File: src/rtl/wwdt_pkg.sv
package wwdt_pkg;
    localparam logic [7:0] WWDT_KEY = 8'hAC;

    typedef enum logic [1:0] {
        WIN_HALF    = 2'd0,
        WIN_QUARTER = 2'd1,
        WIN_FULL    = 2'd2,
        WIN_FULL_B  = 2'd3
    } win_e;

    typedef enum logic [2:0] {
        ST_SHUT  = 3'd0,
        ST_OPEN  = 3'd1,
        ST_ARMED = 3'd2,
        ST_RING  = 3'd3,
        ST_LATE  = 3'd4,
        ST_BITE  = 3'd5
    } wd_state_e;
endpackage

File: src/rtl/wwdt_ls_edge.sv
module wwdt_ls_edge #(
    parameter int STAGES = 2
) (
    input  logic clk,
    input  logic rst_n,
    input  logic ls_in,
    output logic rise_o,
    output logic fall_o
);
    // pipe[STAGES-1] is the synchronized level, pipe[STAGES] its history
    logic [STAGES:0] pipe;

    always_ff @(posedge clk or negedge rst_n) begin
        if (!rst_n) pipe <= '0;
        else        pipe <= {pipe[STAGES-1:0], ls_in};
    end

    assign rise_o = pipe[STAGES-1] & ~pipe[STAGES];
    assign fall_o = ~pipe[STAGES-1] & pipe[STAGES];
endmodule

File: src/rtl/wwdt_limits.sv
module wwdt_limits #(
    parameter int BASE_EXP = 4,
    parameter int SEL_W    = 2,
    parameter int CNT_W    = 8
) (
    input  logic [SEL_W-1:0] per_sel,
    input  logic [1:0]       win_sel,
    output logic [CNT_W-1:0] period_o,
    output logic [CNT_W-1:0] open_at_o,
    output logic [CNT_W-1:0] warn_at_o
);
    import wwdt_pkg::*;

    localparam logic [CNT_W-1:0] ONE = CNT_W'(1);

    always_comb begin
        period_o  = ONE << (BASE_EXP + int'(per_sel));
        warn_at_o = period_o - (period_o >> 2);
        unique case (win_e'(win_sel))
            WIN_HALF:    open_at_o = period_o >> 1;
            WIN_QUARTER: open_at_o = period_o >> 2;
            WIN_FULL:    open_at_o = '0;
            WIN_FULL_B:  open_at_o = '0;
        endcase
    end
endmodule

File: src/rtl/wwdt_fsm.sv
module wwdt_fsm #(
    parameter int CNT_W = 8
) (
    input  logic             clk,
    input  logic             rst_n,
    input  logic             rise_i,
    input  logic             fall_i,
    input  logic [CNT_W-1:0] period_i,
    input  logic [CNT_W-1:0] open_at_i,
    input  logic [CNT_W-1:0] warn_at_i,
    input  logic             irq_en_i,
    input  logic             wr_en_i,
    input  logic [7:0]       wr_data_i,
    output logic             rst_req_o,
    output logic             irq_o
);
    import wwdt_pkg::*;

    wd_state_e        st, nxt;
    logic [CNT_W-1:0] cnt, cnt_inc, cnt_nx;
    logic             closed, restart, clr;

    assign cnt_inc = cnt + CNT_W'(1);
    assign cnt_nx  = rise_i ? cnt_inc : cnt;
    assign closed  = cnt < open_at_i;

    // state register
    always_ff @(posedge clk or negedge rst_n) begin
        if (!rst_n) st <= ST_SHUT;
        else        st <= nxt;
    end

    // next state: writes win over a same-cycle overflow edge
    always_comb begin
        nxt     = st;
        restart = 1'b0;
        unique case (st)
            ST_BITE: nxt = ST_SHUT;
            default: begin
                if (wr_en_i) begin
                    if (wr_data_i != WWDT_KEY || closed) begin
                        nxt = ST_BITE;
                    end else begin
                        nxt     = ST_SHUT;
                        restart = 1'b1;
                    end
                end else if (rise_i && cnt_inc == period_i) begin
                    nxt = ST_BITE;
                end else begin
                    case (st)
                        ST_SHUT:  if (cnt_nx >= open_at_i) nxt = ST_OPEN;
                        ST_OPEN:  if (cnt_nx >= warn_at_i) nxt = ST_ARMED;
                        ST_ARMED: if (fall_i) nxt = irq_en_i ? ST_RING : ST_LATE;
                        ST_RING:  nxt = ST_LATE;
                        default:  nxt = st;
                    endcase
                end
            end
        endcase
    end

    assign clr = restart || (nxt == ST_BITE) || (st == ST_BITE);

    always_ff @(posedge clk or negedge rst_n) begin
        if (!rst_n)      cnt <= '0;
        else if (clr)    cnt <= '0;
        else if (rise_i) cnt <= cnt_inc;
    end

    // outputs
    always_comb begin
        rst_req_o = (st == ST_BITE);
        irq_o     = (st == ST_RING);
    end


    rst_pulse_chk: assert property (@(posedge clk) disable iff (!rst_n)
        rst_req_o |=> !rst_req_o);

    irq_pulse_chk: assert property (@(posedge clk) disable iff (!rst_n)
        irq_o |=> !irq_o);

    irq_gate_chk: assert property (@(posedge clk) disable iff (!rst_n)
        irq_o |-> irq_en_i);

    bad_key_chk: assert property (@(posedge clk) disable iff (!rst_n)
        (wr_en_i && wr_data_i != WWDT_KEY && !rst_req_o) |=> rst_req_o);

    bite_clear_chk: assert property (@(posedge clk) disable iff (!rst_n)
        rst_req_o |-> cnt == '0);

    cnt_bound_chk: assert property (@(posedge clk) disable iff (!rst_n)
        cnt < period_i);

    refresh_clear_chk: assert property (@(posedge clk) disable iff (!rst_n)
        (wr_en_i && wr_data_i == WWDT_KEY && !closed && !rst_req_o)
        |=> (cnt == '0 && !rst_req_o));
endmodule

File: src/rtl/wwdt_top.sv
module wwdt_top #(
    parameter int BASE_EXP    = 4,
    parameter int SEL_W       = 2,
    parameter int SYNC_STAGES = 2
) (
    input  logic             clk,
    input  logic             rst_n,
    input  logic             ls_clk,
    input  logic [SEL_W-1:0] per_sel,
    input  logic [1:0]       win_sel,
    input  logic             irq_en,
    input  logic             wr_en,
    input  logic [7:0]       wr_data,
    output logic             rst_req,
    output logic             irq
);
    localparam int MAX_EXP = BASE_EXP + (1 << SEL_W) - 1;
    localparam int CNT_W   = MAX_EXP + 1;

    logic             rise, fall;
    logic [CNT_W-1:0] period, open_at, warn_at;

    wwdt_ls_edge #(.STAGES(SYNC_STAGES)) u_edge (
        .clk    (clk),
        .rst_n  (rst_n),
        .ls_in  (ls_clk),
        .rise_o (rise),
        .fall_o (fall)
    );

    wwdt_limits #(.BASE_EXP(BASE_EXP), .SEL_W(SEL_W), .CNT_W(CNT_W)) u_lim (
        .per_sel   (per_sel),
        .win_sel   (win_sel),
        .period_o  (period),
        .open_at_o (open_at),
        .warn_at_o (warn_at)
    );

    wwdt_fsm #(.CNT_W(CNT_W)) u_fsm (
        .clk       (clk),
        .rst_n     (rst_n),
        .rise_i    (rise),
        .fall_i    (fall),
        .period_i  (period),
        .open_at_i (open_at),
        .warn_at_i (warn_at),
        .irq_en_i  (irq_en),
        .wr_en_i   (wr_en),
        .wr_data_i (wr_data),
        .rst_req_o (rst_req),
        .irq_o     (irq)
    );
endmodule

File: config.mk
export PLATFORM = sky130hd
export DESIGN_NAME = wwdt_top
export DESIGN_NICKNAME = d
export VERILOG_FILES = /design/src/rtl/wwdt_pkg.sv /design/src/rtl/wwdt_ls_edge.sv /design/src/rtl/wwdt_limits.sv /design/src/rtl/wwdt_fsm.sv /design/src/rtl/wwdt_top.sv
export SDC_FILE = /design/constraint.sdc
export NUM_CORES = 1
export LEC_CHECK = 0
export ABC_AREA = 1
export BUFFER_PORTS_ARGS = -buffer_cell sky130_fd_sc_hd__buf_2
export CAP_MARGIN = 0
export CORE_ASPECT_RATIO = 0.5
export CORE_MARGIN = 5
export CORE_UTILIZATION = 45
export CTS_CLUSTER_DIAMETER = 120
export DETAILED_ROUTE_END_ITERATION = 8
export SLEW_MARGIN = 10
export SYNTH_ARGS = -nofsm -noshare
export SYNTH_HDL_FRONTEND = slang
export SYNTH_SLANG_ARGS = --single-unit
export TNS_END_PERCENT = 20
File: constraint.sdc
create_clock -name clk -period 3.13 [get_ports clk]
set_input_delay 0.626 -clock clk [delete_from_list [all_inputs] [get_ports clk]]
set_output_delay 0.626 -clock clk [all_outputs]
set_load 0.01 [all_outputs]
=== After elaboration in Yosys (flattened, before gate mapping) ===
Index checks and enable logic that the tools add are counted.

* Flip-flop bits (word level): 14
* Bits in latches: 0
* Bits in writable memories: 0
* Memory bits (read-only): 0
* Input bits: 17
* Output and inout port bits: 2
* Memories kept: 0

* $add $sub $neg: 3
* $mul: 0
* Div/mod/pow operators: 0
* Order comparisons: 3
* Equal/unequal tests: 10
* Shift operators: 1
* Multiplexer cells: 15
* Bitwise gates (word level): 4
* Reduce and logical (&&, ||, !) cells: 7

{| class="wikitable"
|+ Operators by type and width
! operator !! count
|-
| << shifter 1 x 32 -> 8 bit (first input constant) || 1
|-
| 2-to-1 mux 3 bit || 8
|-
| case mux 8 bit (3 select lines) || 1
|-
| >= comparator 8 bit || 2
|-
| 2-to-1 mux 8 bit || 2
|-
| case mux 3 bit (4 select lines) || 1
|-
| adder 8 x 1 -> 8 bit (second input constant) || 1
|-
| == test 8 bit || 1
|-
| less-than comparator 8 bit || 1
|-
| inequality test 8 bit (second input constant) || 1
|-
| subtractor 8 x 6 -> 8 bit || 1
|-
| == test 3 x 2 -> 1 bit (second input constant) || 2
|-
| == test 3 bit (second input constant) || 2
|-
| adder 3 x 2 -> 4 bit (first input constant) || 1
|-
| == test 2 bit (second input constant) || 2
|-
| == test 3 x 1 -> 1 bit (second input constant) || 1
|-
| logical NOT 3 bit || 1
|-
| logical OR 1 bit || 3
|-
| 2-to-1 mux 1 bit || 3
|-
| AND 1 bit || 2
|-
| == test 2 x 1 -> 1 bit (second input constant) || 1
|-
| logical NOT 2 bit || 1
|-
| NOT 1 bit || 2
|-
| OR reduction 2 bit || 1
|-
| logical AND 1 bit || 1
|}

=== Logic depth before layout (Yosys ltp) ===
Gate-level depths: netlist (run 1).

* Word-level depth: 13
* Gate-level depth with buffers: 20

=== Cells and area by module ===
From an unflattened synthesis (run 1), not the netlist that was laid out.

* Cell total of the unflattened synthesis: 276
* Area, all modules: 1820.5 um^2

{| class="wikitable"
|+ By module, submodules not included
! module !! times used !! cells each !! area an instance (um^2) !! seq. area each (um^2)
|-
| wwdt_fsm || 1 || 233 || 1497.7 || 275.3
|-
| wwdt_limits || 1 || 36 || 232.7 || 0.0
|-
| wwdt_ls_edge || 1 || 7 || 90.1 || 75.1
|}

=== Least setup slack after synthesis (run 1) ===
No wires, ideal clock.

* Kind: register to register
* From: register u_fsm.cnt[0]
* To: register u_fsm.cnt[3]
* Library setup time: 69 ps
* Data arrival time: 2353 ps
* Data required time: 3061 ps
* Setup slack: 708 ps
* Cell stages (with the launch flop): 19
* Buffers on the path: 0
* Period minus slack after synthesis: 2422 ps
* Path through: dfrtp_1 ha_1 nand2_1 nor2_4 nand2_1 nand2_1 nand2_1 o21ai_0 inv_1 ha_1 nand2_1 or2_2 nand3_1 nand2_1 nand2_1 nand3_2 nand2_4 nor2_8 nor2_2

* Cells in the longest elaborated chain, start to end: 12
* Elaborated cells between the ends (all ways): 22

{| class="wikitable"
|+ RTL lines
! what !! RTL line !! text
|-
| start: declaration || wwdt_fsm.sv:20 || <nowiki>logic [CNT_W-1:0] cnt, cnt_inc, cnt_nx;</nowiki>
|-
| start signal: assignment || wwdt_fsm.sv:67 || <nowiki>else if (rise_i) cnt <= cnt_inc;</nowiki>
|-
| adder 8 x 1 -> 8 bit || wwdt_fsm.sv:23 || <nowiki>assign cnt_inc = cnt + CNT_W'(1);</nowiki>
|-
| 2-to-1 mux 8 bit || wwdt_fsm.sv:24 || <nowiki>assign cnt_nx = rise_i ? cnt_inc : cnt;</nowiki>
|-
| >= comparator 8 bit (on tied branches) || wwdt_fsm.sv:52, wwdt_fsm.sv:51 ||
|-
| 2-to-1 mux 3 bit (on tied branches) || wwdt_fsm.sv:52, wwdt_fsm.sv:51 ||
|-
| case mux 3 bit (4 select lines) || wwdt_fsm.sv:50 || <nowiki>case (st)</nowiki>
|-
| 2-to-1 mux 3 bit || wwdt_fsm.sv:47 || <nowiki>end else if (rise_i && cnt_inc == period_i) begin</nowiki>
|-
| 2-to-1 mux 3 bit || wwdt_fsm.sv:40 || <nowiki>if (wr_en_i) begin</nowiki>
|-
| 2-to-1 mux 3 bit || wwdt_fsm.sv:37 || <nowiki>unique case (st)</nowiki>
|-
| == test 3 bit || wwdt_fsm.sv:62 || <nowiki>assign clr = restart || (nxt == ST_BITE) || (st == ST_BITE);</nowiki>
|-
| logical OR 1 bit (2 in a row) || wwdt_fsm.sv:62 ||
|-
| 2-to-1 mux 8 bit (*) || wwdt_fsm.sv:66 || <nowiki>else if (clr) cnt <= '0;</nowiki>
|}

Every way passes the cells marked *; elsewhere a longest branch is shown, timed or not.

=== Worst setup path after layout (run 1) ===
* From: register u_fsm.cnt[2]
* To: register u_fsm.cnt[3]

The elaborated chain is that of the path after synthesis.

==> PnR_summary.wiki, run 1 <==
{| class="wikitable"
! Metric !! Value
|-
| Post-synthesis cell area || 1530 um2
|-
| Number of storage elements in the synthesis netlist || 14
|-
| Maximum single-stage delay on the critical path || 0.45 ns
|-
| TritonCTS clock tree || yes
|-
| Classification of the worst setup path || flip-flop to flip-flop
|-
| Total number of placement rows || 14
|-
| Die width || 92.4 um
|-
| Arrival time worst endpoint || 2.88 ns
|-
| Via count of the first global-routing pass || 1264
|-
| Synth area leader || sky130_fd_sc_hd__dfrtp_1
|-
| Count of buffering cells on the critical path with inverters included || 0
|-
| Post-CTS Setup Bufs || 0
|-
| Post-synth EDFFs || 0
|-
| Total setup violations reported at the end of the flow || 0
|-
| PortBufs || 18
|-
| Count of nets after finishing || 267
|-
| Via total after detailed routing || 1326
|-
| Via density per instance || 4.97
|-
| Path type of the worst min-delay path || input pin to asynchronous set/reset pin
|-
| Net Count, Synth || 245
|-
| Clk Tree Root Cell || sky130_fd_sc_hd__clkbuf_8
|-
| Main flop type after synthesis || sky130_fd_sc_hd__dfrtp_1
|-
| Portion of total power attributed to sequential cells || 31.2%
|-
| Starting utilization of the core area || 49.0%
|-
| Most numerous cell types in the synthesized netlist || 40 x sky130_fd_sc_hd__inv_1, 39 x sky130_fd_sc_hd__nand2_1, 22 x sky130_fd_sc_hd__ha_1
|-
| Yosys Warn Count || 0
|-
| Layout Area Growth over Synthesis || 11.9%
|-
| Highest net fanout along the worst path || 8
|-
| Final critical delay including setup and external delays || 2.76 ns
|-
| Top area cells in the synthesized netlist || sky130_fd_sc_hd__dfrtp_1 23%, sky130_fd_sc_hd__ha_1 18%, sky130_fd_sc_hd__inv_1 9.8%
|-
| DRC errors left || 0
|-
| Pre-CTS setup slack || 0.292 ns
|-
| Worst path slowest cell || sky130_fd_sc_hd__dfrtp_1
|-
| Kind of cell adding the most delay to the critical path || simple AND/OR/NAND/NOR gates
|-
| Fraction of registers with async set or reset after synthesis || 100%
|-
| Number of unique standard cell types used by synthesis || 26
|-
| Number of placed I/O pins || 19
|-
| Deepest clock path buffer count || 2
|-
| Post-Syn Area per Cell || 7.41 um2
|-
| Vertical extent of the die || 51.2 um
|-
| Number of instances in the synthesized netlist || 206
|-
| Count of instances resized after the clock tree is built || 0
|-
| Total clock buffers created by CTS || 3
|-
| FF/Latch Area || 350 um2
|-
| Critical path, cell by cell || nand3_1 > nor2_2 > xnor2_1 > o21ai_0 > ha_1 > a21oi_1 > or2_2 > nand3_1 > nand2_1 > nand2_1 > nand3_2 > nand2_4 > nor2_8 > nor2_2
|-
| Worst skew pair latency || 0.25 ns
|-
| Max-slew violation count || 0
|-
| Multi-input gate area in the final layout || 1000 um2
|-
| Sw Share || 44.4%
|-
| Count of max-cap constraint violations || 0
|-
| Highest clock rate || 363 MHz
|-
| Routed length per placed instance || 12.3 um
|-
| DRC violation total after the first TritonRoute iteration || 78
|-
| Count of antenna-violating nets left after detailed routing || 0
|-
| Filler instances || 310
|-
| Most frequent cell after synthesis || sky130_fd_sc_hd__inv_1
|-
| Net switching component of the power || 405 uW
|-
| Die Footprint || 4730 um2
|-
| Final hold violation count || 0
|-
| Outcome || finished clean
|-
| Sequential cell area fraction in the yosys report || 23.0%
|-
| HPWL after detailed placement || 2.74 mm
|-
| Final wirelength || 3.29 mm
|-
| Kind of end point of the critical path || flip-flop
|-
| Clock skew after layout || 0.00610 ns
|-
| Setup crit start || u_fsm.cnt[2]$_DFF_PN0_
|-
| H-tree lvl count || 1
|-
| Global router's overall resource usage || 15.5%
|-
| Share of post-route cells with drive strength above 1 || 22.5%
|-
| Pint || 508 uW
|-
| Worst path setup slack after routing || 0.373 ns
|-
| Kind of start point of the critical path || flip-flop
|-
| Proportion of power drawn by combinational gates || 49.6%
|-
| Actual slew at the worst max-slew pin || 0.553 ns
|-
| Source of the worst register-to-register timing path || u_fsm.cnt[2]$_DFF_PN0_
|-
| Final-layout setup total negative slack || 0 ns
|-
| Final clock period utilization by the worst path || 88.1%
|-
| Fraction of post-synthesis cell area in the top cell type by area || 23.0%
|-
| Placeable core region || 3120 um2
|-
| Peak ir drop on the vdd network || 0.000370 V
|-
| Antenna violations before repair || 0
|-
| Largest net degree at the start of global routing || 15
|-
| Final weighted congestion in routability-driven placement || 0.837
|-
| Clk sinks || 14
|-
| Ant diodes || 0
|-
| Clock network power share || 19.2%
|-
| Data required time at the worst endpoint || 3.25 ns
|-
| Power density over the cells || 535 nW/um2
|-
| Clock transition at path regs || 0.06 ns
|-
| Global-route wire length before repair || 5.72 mm
|-
| First-pass detailed-route iteration total || 4
|-
| Setup repair after global routing missed its margin || false
|-
| Leak pwr || 0.882 nW
|-
| Number of hold buffers added after CTS || 0
|-
| Total congestion overflow || 0
|-
| Max transition margin || 62.8%
|}
## worst paths after layout
check                                           end  slack, ns  depth (start not counted)
max reg2reg                  u_fsm.cnt[3]$_DFF_PN0_       0.37                         14
max in group asynchronous    u_fsm.cnt[1]$_DFF_PN0_       2.63                          1
min in group clk           u_edge.pipe[1]$_DFF_PN0_       0.35                          0
min                          u_fsm.cnt[0]$_DFF_PN0_       0.26                          1
min reg2reg                u_edge.pipe[1]$_DFF_PN0_       0.35                          0
max                          u_fsm.cnt[3]$_DFF_PN0_       0.37                         14
## state kept, by name, indices dropped and copies added (netlist names)
register	cells
u_fsm.cnt	8
u_edge.pipe	3
u_fsm.st	3
## layer usage
layer  track usage [%]  wire length, um
met5                 0                0
met4              4.93               49
met3              3.23              195
met2              21.8             1250
met1              23.5             1800
## power by group through the flow
stage                     Combinational, mW  Sequential (mW)  Clock [mW]
after floorplan                       0.385            0.262           0
after global placement                0.449            0.285           0
after detailed placement              0.452            0.288           0
after CTS                             0.458            0.285       0.180
after global routing                  0.520            0.295       0.191
final                                 0.453            0.285       0.175
## final cells by class
type,count,area share (%)
Tap cell,40,2.93
Clock buffer,4,3.22
Inverter,40,8.79
Sequential cell,14,20.5
Multi-Input combinational cell,150,58.8
Timing Repair Buffer,19,5.71
## cells by family after synthesis
| group | count (synthesis) | synth area share (%) |
|---|---|---|
| AND/OR/NAND/NOR | 102 | 36.3 |
| buffers and inverters | 42 | 11.2 |
| adder cells (fa/ha/maj) | 22 | 18.0 |
| AO/OA/AOI/OAI | 19 | 6.48 |
| flip-flops | 14 | 23.0 |
| XOR/XNOR | 6 | 4.34 |
| multiplexers | 1 | 0.656 |
## cell usage in the layout, fill, tap and decap left out
| cell type | n |
|---|---|
| sky130_fd_sc_hd__inv_1 | 40 |
| sky130_fd_sc_hd__nand2_1 | 39 |
| sky130_fd_sc_hd__ha_1 | 22 |
| sky130_fd_sc_hd__buf_2 | 18 |
| sky130_fd_sc_hd__nand3_1 | 16 |
| sky130_fd_sc_hd__dfrtp_1 | 14 |
| sky130_fd_sc_hd__nand2_2 | 9 |
| sky130_fd_sc_hd__nor2_2 | 9 |
| sky130_fd_sc_hd__a21oi_1 | 9 |
| sky130_fd_sc_hd__nor2_1 | 8 |
| sky130_fd_sc_hd__o21ai_0 | 7 |
| sky130_fd_sc_hd__nor3_1 | 6 |
| sky130_fd_sc_hd__nor2_4 | 4 |
| sky130_fd_sc_hd__clkbuf_8 | 4 |
| sky130_fd_sc_hd__o22ai_1 | 3 |
| sky130_fd_sc_hd__xnor2_1 | 3 |
| sky130_fd_sc_hd__nand4_1 | 3 |
| sky130_fd_sc_hd__xor2_1 | 2 |
| sky130_fd_sc_hd__nand3_2 | 2 |
| sky130_fd_sc_hd__nor4_1 | 2 |
| sky130_fd_sc_hd__xnor3_1 | 1 |
| sky130_fd_sc_hd__nand4_4 | 1 |
| sky130_fd_sc_hd__or2_2 | 1 |
| sky130_fd_sc_hd__nand2_4 | 1 |
| sky130_fd_sc_hd__nor2_8 | 1 |
| sky130_fd_sc_hd__mux2i_1 | 1 |
| sky130_fd_sc_hd__buf_4 | 1 |
## per-stage QoR
step           hold slack [ns]  power [mW]  instances  cell area, um2  utilization (%)
3_3_place_gp             0.336       0.734        263            1650             53.0
4_1_cts                  0.274       0.923        267            1710             54.8
2_1_floorplan            0.330       0.647        206            1530                -
5_1_grt                  0.289        1.01        267            1710             54.8
6_report                 0.265       0.914        267            1710             54.8
3_5_place_dp             0.341       0.740        263            1650             53.0
No activity file was read; power rests on OpenSTA's default activity.
==> run 2, diff against run 1 <==
Settings changed: CAP_MARGIN 0 to 20, PLACE_DENSITY set to 0.66.
==> PnR_summary.wiki, run 2 (synthesis gave the netlist of run 1 again) <==
{| class="wikitable"
! Metric !! Value
|-
| Global router's overall resource usage || 14.4% (was 15.5%)
|-
| Antenna violations before repair || 0 (unchanged)
|-
| Count of nets after finishing || 267 (unchanged)
|-
| First-pass detailed-route iteration total || 4 (unchanged)
|-
| Met3 wire len || 149 um (was 195 um)
|-
| Uppermost layer routed || met3 (was met4)
|-
| Via count of the first global-routing pass || 1198 (was 1264)
|-
| Final Instance Count excl. Fillers || 267 (unchanged)
|-
| Deepest clock path buffer count || 2 (unchanged)
|-
| Kind of start point of the critical path || flip-flop (unchanged)
|-
| Largest reg by FF count || u_fsm.cnt (unchanged)
|-
| Kind of end point of the critical path || flip-flop (unchanged)
|-
| Critical path, cell by cell || ha_1 > nand2_1 > nor2_4 > inv_1 > nand2_1 > o21ai_0 > ha_1 > nand2_1 > nand2_1 > nand2_1 > nand2_1 > nand2_1 > nand3_1 > nand2_1 > nand3_2 > nor2_4 > nor2_8 > nor2_2 (was nand3_1 > nor2_2 > xnor2_1 > o21ai_0 > ha_1 > a21oi_1 > or2_2 > nand3_1 > nand2_1 > nand2_1 > nand3_2 > nand2_4 > nor2_8 > nor2_2)
|-
| Arrival time worst endpoint || 2.89 ns (was 2.88 ns)
|-
| Die Footprint || 4730 um2 (unchanged)
|-
| Placeable core region || 3120 um2 (unchanged)
|-
| Total number of placement rows || 14 (unchanged)
|-
| Count of placed standard cells including taps || 263 (unchanged)
|-
| Layout Area Growth over Synthesis || 11.9% (unchanged)
|-
| FF/Latch Area || 350 um2 (unchanged)
|-
| Ant diodes || 0 (unchanged)
|-
| Most common library cell in the layout ignoring fill and taps || sky130_fd_sc_hd__inv_1 (unchanged)
|-
| Via total after detailed routing || 1291 (was 1326)
|-
| Total clock buffers created by CTS || 3 (unchanged)
|-
| Number of hold buffers added after CTS || 0 (unchanged)
|-
| HPWL after detailed placement || 2.68 mm (was 2.74 mm)
|-
| Max-slew violation count || 0 (unchanged)
|-
| Peak ir drop on the vdd network || 0.000467 V (was 0.000370 V)
|-
| Die width || 92.4 um (unchanged)
|-
| Final weighted congestion in routability-driven placement || 0.854 (was 0.837)
|-
| Vertical extent of the die || 51.2 um (unchanged)
|-
| Final critical delay including setup and external delays || 2.72 ns (was 2.76 ns)
|-
| Path type of the worst min-delay path || input pin to asynchronous set/reset pin (unchanged)
|-
| PortBufs || 18 (unchanged)
|-
| Sum of met2 wire segment lengths after detailed routing || 1.24 mm (was 1.25 mm)
|-
| Maximum single-stage delay on the critical path || 0.53 ns (was 0.45 ns)
|-
| Biggest regs || u_fsm.cnt: 8 flops, u_edge.pipe: 3 flops, u_fsm.st: 3 flops (unchanged)
|-
| Actual slew at the worst max-slew pin || 0.653 ns (was 0.553 ns)
|-
| Global-route wire length before repair || 5.42 mm (was 5.72 mm)
|-
| Final clock period utilization by the worst path || 86.8% (was 88.1%)
|-
| Routed length per placed instance || 11.7 um (was 12.3 um)
|-
| Count of antenna-violating nets left after detailed routing || 0 (unchanged)
|-
| Max transition margin || 56.0% (was 62.8%)
|-
| Total congestion overflow || 0 (unchanged)
|-
| Outcome || finished clean (unchanged)
|-
| Data required time at the worst endpoint || 3.31 ns (was 3.25 ns)
|-
| Highest net fanout along the worst path || 8 (unchanged)
|-
| TritonCTS clock tree || yes (unchanged)
|-
| DRC errors left || 0 (unchanged)
|-
| Number of placed I/O pins || 19 (unchanged)
|-
| Clock transition at path regs || 0.06 ns (about the same)
|-
| Worst path slowest cell || sky130_fd_sc_hd__o21ai_0 (was sky130_fd_sc_hd__dfrtp_1)
|-
| Count of buffering cells on the critical path with inverters included || 1 (was 0)
|-
| Final hold violation count || 0 (unchanged)
|-
| Clk sinks || 14 (unchanged)
|-
| Starting utilization of the core area || 49.0% (unchanged)
|-
| Power density over the cells || 528 nW/um2 (was 535 nW/um2)
|-
| Largest net degree at the start of global routing || 15 (unchanged)
|-
| Via density per instance || 4.84 (was 4.97)
|-
| Kind of cell adding the most delay to the critical path || simple AND/OR/NAND/NOR gates (unchanged)
|-
| Clock skew after layout || 0.00673 ns (was 0.00610 ns)
|-
| Share of post-route cells with drive strength above 1 || 22.5% (unchanged)
|-
| Final wirelength || 3.12 mm (was 3.29 mm)
|-
| Leak pwr || 0.882 nW (unchanged)
|-
| Count of max-cap constraint violations || 0 (unchanged)
|-
| Highest-count cells in the layout ignoring fill and taps || 40 x sky130_fd_sc_hd__inv_1, 39 x sky130_fd_sc_hd__nand2_1, 22 x sky130_fd_sc_hd__ha_1 (unchanged)
|-
| Cell type with the highest occurrence count on the critical path || sky130_fd_sc_hd__nand2_1
|-
| Classification of the worst setup path || flip-flop to flip-flop (unchanged)
|-
| Multi-input gate area in the final layout || 1000 um2 (unchanged)
|-
| Wl on met1 || 1.73 mm (was 1.80 mm)
|-
| H-tree lvl count || 1 (unchanged)
|-
| Flip-flop count of the largest register, all copies and words added || 8 (unchanged)
|-
| Worst skew pair latency || 0.24 ns (was 0.25 ns)
|-
| DRC violation total after the first TritonRoute iteration || 57 (was 78)
|-
| Clk Tree Root Cell || sky130_fd_sc_hd__clkbuf_8 (unchanged)
|-
| Count of instances resized after the clock tree is built || 0 (unchanged)
|-
| Filler instances || 305 (was 310)
|-
| Setup repair after global routing missed its margin || false (unchanged)
|-
| Post-CTS Setup Bufs || 0 (unchanged)
|-
| Highest clock rate || 368 MHz (was 363 MHz)
|-
| Total setup violations reported at the end of the flow || 0 (unchanged)
|-
| Final-layout setup total negative slack || 0 ns (unchanged)
|}
[run 2: cell type report]
| class | instances | area share (%) |
|---|---|---|
| Inverter | 40 | 8.79 |
| Tap cell | 40 | 2.93 |
| Timing Repair Buffer | 19 | 5.71 |
| Sequential cell | 14 | 20.5 |
| Clock buffer | 4 | 3.22 |
| Multi-Input combinational cell | 150 | 58.8 |
[run 2: final timing paths]
| path | from | to | slack, ns | cells past startpoint |
|---|---|---|---|---|
| max reg2reg | u_fsm.cnt[0]$_DFF_PN0_ | u_fsm.cnt[1]$_DFF_PN0_ | 0.41 | 18 |
| min reg2reg | u_edge.pipe[0]$_DFF_PN0_ | u_edge.pipe[1]$_DFF_PN0_ | 0.35 | 0 |
| min in group clk | u_edge.pipe[0]$_DFF_PN0_ | u_edge.pipe[1]$_DFF_PN0_ | 0.35 | 0 |
| max in group asynchronous | rst_n | u_fsm.st[1]$_DFF_PN0_ | 2.63 | 1 |
| min | rst_n | u_fsm.cnt[5]$_DFF_PN0_ | 0.27 | 1 |
| max | u_fsm.cnt[0]$_DFF_PN0_ | u_fsm.cnt[1]$_DFF_PN0_ | 0.41 | 18 |
[run 2: metal layers]
layer | up-vias | GRT usage, %
li1 | 703 | -
met1 | 562 | 21.7
met2 | 26 | 21.7
met3 | 0 | 2.93
met4 | 0 | 1.48
met5 | - | 0
[run 2: stage by stage]
step,hold WS [ns],total power [mW],cell area [um2],util (%),setup slack [ns]
floorplan,0.330,0.647,1530,-,0.708
global placement,0.336,0.728,1650,53.0,0.361
detailed placement,0.344,0.735,1650,53.0,0.377
CTS,0.271,0.907,1710,54.8,0.404
global route,0.288,0.987,1710,54.8,0.0897
finish,0.266,0.902,1710,54.8,0.414
[run 2: power breakdown]
| part | switching, mW | leakage [nW] | internal (mW) | total, mW |
|---|---|---|---|---|
| registers | 0.0606 | 0.180 | 0.224 | 0.284 |
| logic | 0.278 | 0.673 | 0.172 | 0.450 |
| clock network | 0.0568 | 0.0288 | 0.111 | 0.168 |
| total | 0.395 | 0.882 | 0.507 | 0.902 |
